===== src/rtl/rtc_cal_pkg.sv =====
package rtc_cal_pkg;

  typedef enum logic [2:0] {
    SEL_SEC  = 3'd0,
    SEL_MIN  = 3'd1,
    SEL_HOUR = 3'd2,
    SEL_WDAY = 3'd3,
    SEL_MDAY = 3'd4,
    SEL_MON  = 3'd5,
    SEL_YEAR = 3'd6,
    SEL_NONE = 3'd7
  } field_sel_e;

  function automatic logic [7:0] bcd_inc8(input logic [7:0] v);
    return (v[3:0] == 4'd9) ? {v[7:4] + 4'd1, 4'd0} : {v[7:4], v[3:0] + 4'd1};
  endfunction

endpackage


===== src/rtl/rtc_subsec_div.sv =====
module rtc_subsec_div #(
  parameter int unsigned DIV_BITS = 15
) (
  input  logic clk_i,
  input  logic rst_ni,
  input  logic en_i,
  input  logic clr_i,
  output logic tick_o,
  output logic phase_o
);
  logic [DIV_BITS-1:0] cnt_q;

  always_ff @(posedge clk_i or negedge rst_ni) begin
    if (!rst_ni)    cnt_q <= '0;
    else if (clr_i) cnt_q <= '0;
    else if (en_i)  cnt_q <= cnt_q + 1'b1;
  end

  assign tick_o  = en_i & (&cnt_q);
  assign phase_o = cnt_q[DIV_BITS-1];
endmodule


===== src/rtl/rtc_bcd_wrap.sv =====
module rtc_bcd_wrap #(
  parameter int unsigned W = 8,
  parameter logic [W-1:0] LAST = W'(8'h59),
  parameter logic [W-1:0] FIRST = '0
) (
  input  logic [W-1:0] val_i,
  output logic [W-1:0] nxt_o,
  output logic         wrap_o
);
  localparam int unsigned HW = W - 4;
  logic [HW-1:0] hi;
  logic [3:0]    lo;

  assign hi     = val_i[W-1:4];
  assign lo     = val_i[3:0];
  assign wrap_o = (val_i == LAST);

  always_comb begin
    if (wrap_o)         nxt_o = FIRST;
    else if (lo == 4'd9) nxt_o = {hi + 1'b1, 4'd0};
    else                nxt_o = {hi, lo + 4'd1};
  end
endmodule


===== src/rtl/rtc_hour_step.sv =====
module rtc_hour_step (
  input  logic [6:0] hour_i,
  output logic [7:0] nxt_o,
  output logic       midnight_o
);
  logic       mode12, pm;
  logic [4:0] h12_inc;
  logic [5:0] h24_inc;

  assign mode12 = hour_i[6];
  assign pm     = hour_i[5];

  assign h12_inc = (hour_i[3:0] == 4'd9) ? {1'b1, 4'd0} : {hour_i[4], hour_i[3:0] + 4'd1};
  assign h24_inc = (hour_i[3:0] == 4'd9) ? {hour_i[5:4] + 2'd1, 4'd0}
                                         : {hour_i[5:4], hour_i[3:0] + 4'd1};

  always_comb begin
    midnight_o = 1'b0;
    if (mode12) begin
      if (hour_i[4:0] == 5'h11) begin
        nxt_o      = {2'b01, ~pm, 5'h12};
        midnight_o = pm;
      end else if (hour_i[4:0] == 5'h12) begin
        nxt_o = {2'b01, pm, 5'h01};
      end else begin
        nxt_o = {2'b01, pm, h12_inc};
      end
    end else if (hour_i[5:0] == 6'h23) begin
      nxt_o      = 8'h00;
      midnight_o = 1'b1;
    end else begin
      nxt_o = {2'b00, h24_inc};
    end
  end
endmodule


===== src/rtl/rtc_date_step.sv =====
module rtc_date_step
  import rtc_cal_pkg::*;
(
  input  logic [7:0] mday_i,
  input  logic [4:0] mon_i,
  input  logic [7:0] year_i,
  output logic [7:0] nxt_o,
  output logic       last_o
);
  logic [6:0] year_bin;
  logic       leap;
  logic [7:0] last_day;

  assign year_bin = 7'(year_i[7:4]) * 7'd10 + 7'(year_i[3:0]);
  assign leap     = (year_bin[1:0] == 2'b00);

  always_comb begin
    case (mon_i)
      5'h02:                      last_day = leap ? 8'h29 : 8'h28;
      5'h04, 5'h06, 5'h09, 5'h11: last_day = 8'h30;
      default:                    last_day = 8'h31;
    endcase
  end

  assign last_o = (mday_i == last_day);
  assign nxt_o  = last_o ? 8'h01 : bcd_inc8(mday_i);
endmodule


===== src/rtl/rtc_bcd_calendar.sv =====
module rtc_bcd_calendar
  import rtc_cal_pkg::*;
#(
  parameter int unsigned DIV_BITS = 15
) (
  input  logic       clk_i,
  input  logic       rst_ni,
  input  logic       osc_en_i,
  input  logic       halt_i,
  input  logic       wr_en_i,
  input  logic [2:0] wr_sel_i,
  input  logic [7:0] wr_data_i,
  output logic [7:0] sec_o,
  output logic [7:0] min_o,
  output logic [7:0] hour_o,
  output logic [7:0] wday_o,
  output logic [7:0] mday_o,
  output logic [7:0] mon_o,
  output logic [7:0] year_o,
  output logic       sqw_o
);
  field_sel_e sel;
  logic wr_hit, sec_wr, sec_tick;
  logic [7:0] sec_q, min_q, hour_q, wday_q, mday_q, mon_q, year_q;
  logic [7:0] sec_nxt, min_nxt, hour_nxt, mday_nxt, year_nxt;
  logic [4:0] mon_nxt;
  logic sec_wrap, min_wrap, mon_wrap, year_wrap, hour_mid, mday_last;
  logic adv_sec, adv_min, adv_hour, adv_day, adv_mon, adv_year, flip_cent;

  assign sel    = field_sel_e'(wr_sel_i);
  assign wr_hit = wr_en_i && (sel != SEL_NONE);
  assign sec_wr = wr_hit && (sel == SEL_SEC);

  rtc_subsec_div #(.DIV_BITS(DIV_BITS)) u_div (
    .clk_i   (clk_i),
    .rst_ni  (rst_ni),
    .en_i    (osc_en_i & ~halt_i),
    .clr_i   (sec_wr),
    .tick_o  (sec_tick),
    .phase_o (sqw_o)
  );

  rtc_bcd_wrap #(.W(8), .LAST(8'h59), .FIRST(8'h00)) u_sec (
    .val_i(sec_q), .nxt_o(sec_nxt), .wrap_o(sec_wrap));
  rtc_bcd_wrap #(.W(8), .LAST(8'h59), .FIRST(8'h00)) u_min (
    .val_i(min_q), .nxt_o(min_nxt), .wrap_o(min_wrap));
  rtc_bcd_wrap #(.W(5), .LAST(5'h12), .FIRST(5'h01)) u_mon (
    .val_i(mon_q[4:0]), .nxt_o(mon_nxt), .wrap_o(mon_wrap));
  rtc_bcd_wrap #(.W(8), .LAST(8'h99), .FIRST(8'h00)) u_year (
    .val_i(year_q), .nxt_o(year_nxt), .wrap_o(year_wrap));

  rtc_hour_step u_hour (
    .hour_i(hour_q[6:0]), .nxt_o(hour_nxt), .midnight_o(hour_mid));

  rtc_date_step u_date (
    .mday_i(mday_q), .mon_i(mon_q[4:0]), .year_i(year_q),
    .nxt_o(mday_nxt), .last_o(mday_last));

  // carry chain; any accepted write suppresses the whole step
  assign adv_sec   = sec_tick & ~wr_hit;
  assign adv_min   = adv_sec & sec_wrap;
  assign adv_hour  = adv_min & min_wrap;
  assign adv_day   = adv_hour & hour_mid;
  assign adv_mon   = adv_day & mday_last;
  assign adv_year  = adv_mon & mon_wrap;
  assign flip_cent = adv_year & year_wrap;

  always_ff @(posedge clk_i or negedge rst_ni) begin
    if (!rst_ni) begin
      sec_q  <= 8'h00;
      min_q  <= 8'h00;
      hour_q <= 8'h00;
      wday_q <= 8'h01;
      mday_q <= 8'h01;
      mon_q  <= 8'h01;
      year_q <= 8'h00;
    end else if (wr_hit) begin
      case (sel)
        SEL_SEC:  sec_q  <= wr_data_i;
        SEL_MIN:  min_q  <= wr_data_i;
        SEL_HOUR: hour_q <= wr_data_i;
        SEL_WDAY: wday_q <= wr_data_i;
        SEL_MDAY: mday_q <= wr_data_i;
        SEL_MON:  mon_q  <= wr_data_i;
        SEL_YEAR: year_q <= wr_data_i;
        default:  ;
      endcase
    end else begin
      if (adv_sec)  sec_q  <= sec_nxt;
      if (adv_min)  min_q  <= min_nxt;
      if (adv_hour) hour_q <= hour_nxt;
      if (adv_day) begin
        wday_q <= {5'd0, (wday_q[2:0] == 3'd7) ? 3'd1 : wday_q[2:0] + 3'd1};
        mday_q <= mday_nxt;
      end
      if (adv_mon)  mon_q  <= {mon_q[7] ^ flip_cent, mon_q[6:5], mon_nxt};
      if (adv_year) year_q <= year_nxt;
    end
  end

  assign sec_o  = sec_q;
  assign min_o  = min_q;
  assign hour_o = hour_q;
  assign wday_o = wday_q;
  assign mday_o = mday_q;
  assign mon_o  = mon_q;
  assign year_o = year_q;
endmodule


===== config.mk =====
export PLATFORM = sky130hd
export DESIGN_NAME = rtc_bcd_calendar
export DESIGN_NICKNAME = d
export VERILOG_FILES = /design/src/rtl/rtc_cal_pkg.sv /design/src/rtl/rtc_subsec_div.sv /design/src/rtl/rtc_bcd_wrap.sv /design/src/rtl/rtc_hour_step.sv /design/src/rtl/rtc_date_step.sv /design/src/rtl/rtc_bcd_calendar.sv
export SDC_FILE = /design/constraint.sdc
export NUM_CORES = 1
export LEC_CHECK = 0
export BUFFER_PORTS_ARGS = -buffer_cell sky130_fd_sc_hd__buf_2
export CAP_MARGIN = 40
export CORE_MARGIN = 2
export CORE_UTILIZATION = 35
export DETAILED_ROUTE_END_ITERATION = 12
export PLACE_DENSITY = 0.54
export SKIP_LAST_GASP = 1
export SLEW_MARGIN = 20
export SYNTH_ARGS = -nofsm -noshare
export SYNTH_HDL_FRONTEND = slang
export SYNTH_SLANG_ARGS = --single-unit

===== constraint.sdc =====
create_clock -name clk_i -period 5.4 [get_ports clk_i]
set_input_delay 0.27 -clock clk_i [delete_from_list [all_inputs] [get_ports clk_i]]
set_output_delay 0.27 -clock clk_i [all_outputs]
set_load 0.02 [all_outputs]

=== Word-level counts from Yosys, hierarchy flattened ===
Index checks and enable logic that the tools add are counted.
Widths: inputs -> output; s select.

* Bits in registers: 71
* Input bits: 16
* Output and inout port bits: 57
* Word-level logic and storage cells: 160

* Add/subtract/negate cells: 15
* $mul: 1
* Equality and inequality tests: 36
* Muxes and demuxes: 45
* Bitwise gates (word level): 13
* Reduce and logical (&&, ||, !) cells: 34

{| class="wikitable"
|+ Operators by type and width
! cell !! count
|-
| $mux 8 || 31
|-
| $add 4x1->4 const B || 10
|-
| $mux 15 || 2
|-
| $eq 4x4->1 const B || 6
|-
| $eq 5x5->1 const B || 4
|-
| $mux 5 || 4
|-
| $eq 8x7->1 const B || 2
|-
| $pmux 8 s2 || 1
|-
| $reduce_and 2->1 || 8
|-
| $add 15x1->15 const B || 1
|-
| $reduce_and 15->1 || 1
|-
| $reduce_and 3->1 || 5
|-
| $reduce_bool 3->1 || 5
|-
| $ne 2x1->1 const B || 7
|-
| $reduce_bool 2->1 || 7
|-
| $eq 3x3->1 const B || 4
|-
| $mux 6 || 2
|-
| $eq 5x3->1 const B || 2
|-
| $and 1x1->1 || 9
|-
| $eq 8x8->1 || 1
|-
| $eq 8x8->1 const B || 1
|-
| $reduce_and 4->1 || 2
|-
| $eq 3x2->1 const B || 2
|-
| $eq 6x6->1 const B || 1
|-
| other kinds (20) || 26
|}

=== Logic depth before layout (Yosys ltp) ===
* Word-level depth: 13
* Depth in mapped cells: 9
* Depth with buffers taken out: 8

=== Cells and area by module ===
From an unflattened synthesis, not the netlist that was laid out.

* Cells, all modules: 532
* Area, all modules: 4844.6 um^2

{| class="wikitable"
|+ By module, submodules not included
! module !! times used !! cells an instance !! area an instance (um^2) !! seq. area each (um^2)
|-
| rtc_bcd_calendar || 1 || 266 || 2722.6 || 1405.1
|-
| rtc_subsec_div || 1 || 80 || 769.5 || 375.4
|-
| rtc_bcd_wrap at u_min ... || 2 || 30 || 220.2 || 0.0
|-
| rtc_date_step || 1 || 38 || 290.3 || 0.0
|-
| rtc_hour_step || 1 || 36 || 285.3 || 0.0
|-
| rtc_bcd_wrap at u_year || 1 || 32 || 221.5 || 0.0
|-
| rtc_bcd_wrap at u_mon || 1 || 20 || 115.1 || 0.0
|}

=== Worst setup path before layout ===
No wires, ideal clock.

* Path kind: reg2reg
* From: register hour_q[4], in the netlist hour_o[4]
* To: register mday_q[4], in the netlist mday_o[4]
* Setup time: 0.125 ns
* Arrival time: 2.195 ns
* Data required time: 5.275 ns
* Slack: 3.080 ns
* Stages on the path, launching flop included: 10
* Buffers on the path: 1
* Clock period less this slack: 2.320 ns
* Cells stage by stage: dfrtp_1 > inv_1 > ha_1 > nand3b_1 > a211oi_1 > nand4_2 > and2_0 > buf_2 > a31oi_2 > mux2_2

* Word-level cells in the longest chain between the ends: 6
* Elaborated cells between the ends (all ways): 8
* Classes of those cells: eq/ne: 2; mux: 3; bitwise: 1; reduce/logical: 2

{| class="wikitable"
|+ Ends and longest elaborated chain
! what !! RTL line !! text
|-
| start, declared || rtc_bcd_calendar.sv:24 || <nowiki>logic [7:0] sec_q, min_q, hour_q, wday_q, mday_q, mon_q, year_q;</nowiki>
|-
| start signal, assigned || rtc_bcd_calendar.sv:81 || <nowiki>SEL_HOUR: hour_q <= wr_data_i;</nowiki>
|-
| start signal, assigned || rtc_bcd_calendar.sv:91 || <nowiki>if (adv_hour) hour_q <= hour_nxt;</nowiki>
|-
| $eq 6x6->1 / $eq 5x5->1 (equally long branches) || rtc_hour_step.sv:28, rtc_hour_step.sv:20 ||
|-
| $mux 1 (on tied branches) || rtc_hour_step.sv:28, rtc_hour_step.sv:20 ||
|-
| $mux 1 (*) || rtc_hour_step.sv:19 || <nowiki>if (mode12) begin</nowiki>
|-
| $and 1x1->1 (*) || rtc_bcd_calendar.sv:63 || <nowiki>assign adv_day = adv_hour & hour_mid;</nowiki>
|-
| $reduce_bool 2->1 (no line) (*) || n/a ||
|-
| $reduce_and 3->1 (no line) (*) || n/a ||
|-
| end signal, assigned || rtc_bcd_calendar.sv:83 || <nowiki>SEL_MDAY: mday_q <= wr_data_i;</nowiki>
|-
| end signal, assigned || rtc_bcd_calendar.sv:94 || <nowiki>mday_q <= mday_nxt;</nowiki>
|-
| end, declared || rtc_bcd_calendar.sv:24 ||
|}

Mark *: on every way between the ends. The rest lies on a longest branch, timed or not.
A chain may end at the register's enable or synchronous reset.

=== Worst setup path in the final report ===
* From: register hour_q[4], in the netlist hour_o[4]
* To: register mon_q[3], in the netlist mon_o[3]

* Word-level cells in the longest chain between the ends: 7
* Elaborated cells between the ends (all ways): 9
* Classes of those cells: eq/ne: 2; mux: 3; bitwise: 2; reduce/logical: 2

{| class="wikitable"
|+ Ends and longest elaborated chain
! what !! RTL line !! text
|-
| $eq 6x6->1 / $eq 5x5->1 (equally long branches) || rtc_hour_step.sv:28, rtc_hour_step.sv:20 ||
|-
| $mux 1 (on tied branches) || rtc_hour_step.sv:28, rtc_hour_step.sv:20 ||
|-
| $mux 1 (*) || rtc_hour_step.sv:19 ||
|-
| $and 1x1->1 (*) || rtc_bcd_calendar.sv:63 ||
|-
| $and 1x1->1 (*) || rtc_bcd_calendar.sv:64 || <nowiki>assign adv_mon = adv_day & mday_last;</nowiki>
|-
| $reduce_bool 2->1 (no line) (*) || n/a ||
|-
| $reduce_and 2->1 (no line) (*) || n/a ||
|-
| end signal, assigned || rtc_bcd_calendar.sv:84 || <nowiki>SEL_MON: mon_q <= wr_data_i;</nowiki>
|-
| end signal, assigned || rtc_bcd_calendar.sv:96 || <nowiki>if (adv_mon) mon_q <= {mon_q[7] ^ flip_cent, mon_q[6:5], mon_nxt};</nowiki>
|-
| end, declared || rtc_bcd_calendar.sv:24 ||
|}

Marks and branches as above.

==> results summary <==
CTS placed an instance of sky130_fd_sc_hd__clkbuf_16 at the clock tree root. The count of pins on the block boundary came out at 73. In the final layout, the share of cells above drive strength 1 is 20.7%.

Setup repair after global routing left no endpoint under its margin. STA puts the critical path data arrival time at 2.87 ns. The most used flip-flop cell after synthesis is sky130_fd_sc_hd__dfrtp_1. The final critical path takes up 48.8% of the cycle. The path with the worst hold slack has its endpoint at wday_o[3]. The clock reaches the later pin of the worst-skew pair after 0.35 ns.

The post-cts repair resize count came out at 0. The via count of the first global-routing pass came out at 4109. The worst setup path is launched from a flip-flop. The shortest clock period the worst path allows after layout came out at 2.63 ns. The number of storage elements in the synthesis netlist came out at 71.

The routed wire length per instance came out at 17.8 um. The total length of routed wires is 13500 um. The met2 wire length is 6530 um.

The final cell count without fillers is 759. The vertical die dimension is 118 um. The detail route stage leaves a number of antenna-violating nets equal to 0. Counting flops with an async set or reset pin after synthesis yields a share of 100%. Buffers inserted to repair hold after CTS numbered 1. The worst hold path depth is 3. The number of instances in the synthesized netlist came out at 511. The top fanout value on the critical path came out at 7.

The number of cells on the worst reg-to-reg path is 8. The H-tree depth is 3. The floorplan die width came out at 118 um.

The class of the tightest hold or removal check is in -> reg. The row count came out at 41. After legalization and detailed placement, the total HPWL measured 9990 um.

The final cell area excluding filler cells came out at 5430 um2. The global-route usage over all layers came out at 20.0%. For flop-to-flop paths, the worst setup slack is 2.77 ns. The data required time of the critical path came out at 5.64 ns. TritonCTS built the clock tree. The worst hold path startpoint is wr_data_i[3].

The post-synthesis instance area is 4580 um2. The number of unique standard cell types used by synthesis is 74. The max-cap violation count came out at 0.

In this run, CTS created clock tree buffers numbering 9. The average vias per placed instance is 5.55. The final setup violation count is 0.

The standard cell area after detailed placement came out at 5100 um2. The relative slew slack is 47.5%. The sum of negative setup slack is 0 ns. For this configuration, the core starts out at a cell density of 36.0%. The post-CTS setup buffer count is 0. The last weighted congestion value of the routability-driven placer is 0.846. CTS saw 71 sinks.

The leakage component of the power came out at 2.41 nW. The routed layout has 4212 vias. The number of nets in the synthesized netlist came out at 546.

The standard cell core area came out at 12700 um2. The maximum clock frequency came out at 380 MHz. The wire length of the first global-routing pass came out at 22000 um. The die outline area is 14000 um2. The worst reg2reg path startpoint is hour_o[4]. The total congestion overflow came out at 0.

From synthesis to final layout, the design area changed by 18.5%. The worst voltage drop across the vdd grid is 0.169 mV. The number of hold violations in the final report is 0.

In this run the tool buffered the top-level ports with 72 buffer cells. The run finished with clean final reports. The maximum clock path buffer count came out at 2. The type of element capturing the critical path is a flip-flop.

The power density over cell area came out at 405 nW/um2. The highest layer used for signal routing is met4. Including well taps, the total number of placed cells is 739. The slew of the pin with the lowest slew margin is 0.782 ns.

For this run, design rule violations remaining after detail routing come to 0. The length of routed wiring on met1 came out at 6040 um. The sequential area share after synthesis is 38.9%.

The clock transition at the register clock pins on the worst setup and hold paths after CTS is 0.06 ns. Total power for the finished layout comes to 2.20 mW. The wire length on met3 came out at 724 um. The number of iterations in the first detailed-routing pass came out at 5. The number of synthesized flops with an enable pin is 0.

Entering global routing, the biggest net connects 38 pins. The net count of the finished layout is 615. The number of antenna violations at the first check in global routing is 1.

The Yosys warning count is 0. The average instance area after synthesis came out at 8.96 um2. The start-to-end type of the worst setup path is reg -> reg. The number of DRC markers after the initial detailed-route iteration came out at 258. The max-slew violation count is 0. The clock skew after layout is 0.00522 ns. The worst register-to-register path ends at mon_o[3].
final cells by class:
| class | count | area (um2) |
|---|---|---|
| Fill cell | 1307 | 7290 |
| Multi-Input combinational cell | 395 | 2590 |
| Timing Repair Buffer | 79 | 435 |
| Sequential cell | 71 | 1780 |
| Inverter | 24 | 90.1 |
| Clock buffer | 13 | 270 |
| Clock inverter | 3 | 40.0 |
| Tap cell | 172 | 215 |
| Antenna cell | 2 | 5.00 |
cells in the final DEF (no fill, tap or decap), types with 4 or more instances in the layout:
master	synthesis	layout
sky130_fd_sc_hd__ha_1	19	19
sky130_fd_sc_hd__nor2_1	49	48
sky130_fd_sc_hd__or3_1	5	5
sky130_fd_sc_hd__o22ai_1	4	4
sky130_fd_sc_hd__o211ai_1	5	5
sky130_fd_sc_hd__mux2_1	6	6
sky130_fd_sc_hd__mux2_2	8	8
sky130_fd_sc_hd__o31a_1	10	10
sky130_fd_sc_hd__nand4_1	6	6
sky130_fd_sc_hd__o31ai_1	4	4
sky130_fd_sc_hd__nand4b_1	5	5
sky130_fd_sc_hd__o21ai_1	6	6
sky130_fd_sc_hd__nor3b_1	6	6
sky130_fd_sc_hd__xor2_1	9	9
sky130_fd_sc_hd__nor3_1	9	9
sky130_fd_sc_hd__clkbuf_16	0	9
sky130_fd_sc_hd__nand2b_1	5	5
sky130_fd_sc_hd__dfrtp_1	68	68
sky130_fd_sc_hd__mux2i_1	5	5
sky130_fd_sc_hd__and3_1	7	7
sky130_fd_sc_hd__a21oi_1	20	20
sky130_fd_sc_hd__inv_1	24	24
sky130_fd_sc_hd__nand2_1	49	49
sky130_fd_sc_hd__nand3_1	20	20
sky130_fd_sc_hd__buf_2	6	72
sky130_fd_sc_hd__xnor2_1	5	5
sky130_fd_sc_hd__a211oi_1	4	4
sky130_fd_sc_hd__o21ai_0	47	47
sky130_fd_sc_hd__a31oi_1	6	6
sky130_fd_sc_hd__nand3b_1	16	16
sky130_fd_sc_hd__and4_1	5	5
registers in the layout, indices dropped and copies added (netlist names):
name         cells
u_div.cnt_q     15
hour_o           8
mday_o           8
min_o            8
mon_o            8
sec_o            8
wday_o           8
year_o           8
worst max path at each step:
stage,start,to,cells past startpoint
after global routing,sec_o[1],mday_o[4],8
after floorplan,hour_o[4],mday_o[4],9
final,hour_o[4],mon_o[3],8
after detailed placement,sec_o[1],hour_o[4],8
after global placement,wr_sel_i[2],sec_o[4],6
after CTS,sec_o[1],hour_o[4],8
layer usage:
layer	global-route usage (%)	up-vias
met4	6.55	0
met1	25.5	2067
met2	33.1	112
met3	5.02	17
li1	-	2016
met5	0	-
critical path, cell delays in order (launching register included):
cell and delay, ns:
sky130_fd_sc_hd__dfrtp_1 0.43, sky130_fd_sc_hd__inv_1 0.11, sky130_fd_sc_hd__ha_1 0.20, sky130_fd_sc_hd__nand3b_1 0.11, sky130_fd_sc_hd__a211oi_1 0.36, sky130_fd_sc_hd__and4_1 0.45
sky130_fd_sc_hd__nand4_1 0.29, sky130_fd_sc_hd__and2_4 0.28, sky130_fd_sc_hd__mux2_4 0.29
where the power goes:
group          switching [mW]  internal, mW
registers               0.205         0.664
clock network           0.233         0.394
logic                   0.418         0.286
Yosys cell counts (all sizes together), types with 10 or more instances:
| library cell | number | share of area (%) |
|---|---|---|
| o21ai | 53 | 5.8 |
| nor3 | 10 | 1.2 |
| mux2 | 15 | 3.8 |
| nand3 | 20 | 2.2 |
| nand2 | 49 | 4.0 |
| ha | 19 | 5.2 |
| dfrtp | 68 | 37 |
| nand3b | 16 | 2.6 |
| a21oi | 22 | 2.6 |
| buf | 12 | 1.9 |
| o31a | 10 | 1.9 |
| inv | 24 | 2.0 |
| nor2 | 49 | 4.0 |
cells by family (layout without fill, tap and decap cells):
logic type               Yosys count  count (layout)  share of synthesized area [%]
multiplexers                      20              20                           4.86
other                              0               2                              0
adder cells (fa/ha/maj)           19              19                           5.19
buffers and inverters             45             119                           4.59
AO/OA/AOI/OAI                    133             133                           18.8
XOR/XNOR                          14              14                           2.68
AND/OR/NAND/NOR                  209             209                           25.0
flip-flops                        71              71                           38.9
metrics by stage:
| step | hold WS (ns) | util [%] | setup WS, ns |
|---|---|---|---|
| 3_3_place_gp | 0.474 | 39.7 | 2.79 |
| 2_1_floorplan | -0.0256 | - | 3.08 |
| 4_1_cts | 0.157 | 42.6 | 2.77 |
| 6_report | 0.162 | 42.7 | 2.77 |
| 3_5_place_dp | 0.357 | 40.1 | 2.79 |
| 5_1_grt | 0.186 | 42.7 | 2.55 |
Note: power is estimated with default switching activity, not from simulation.
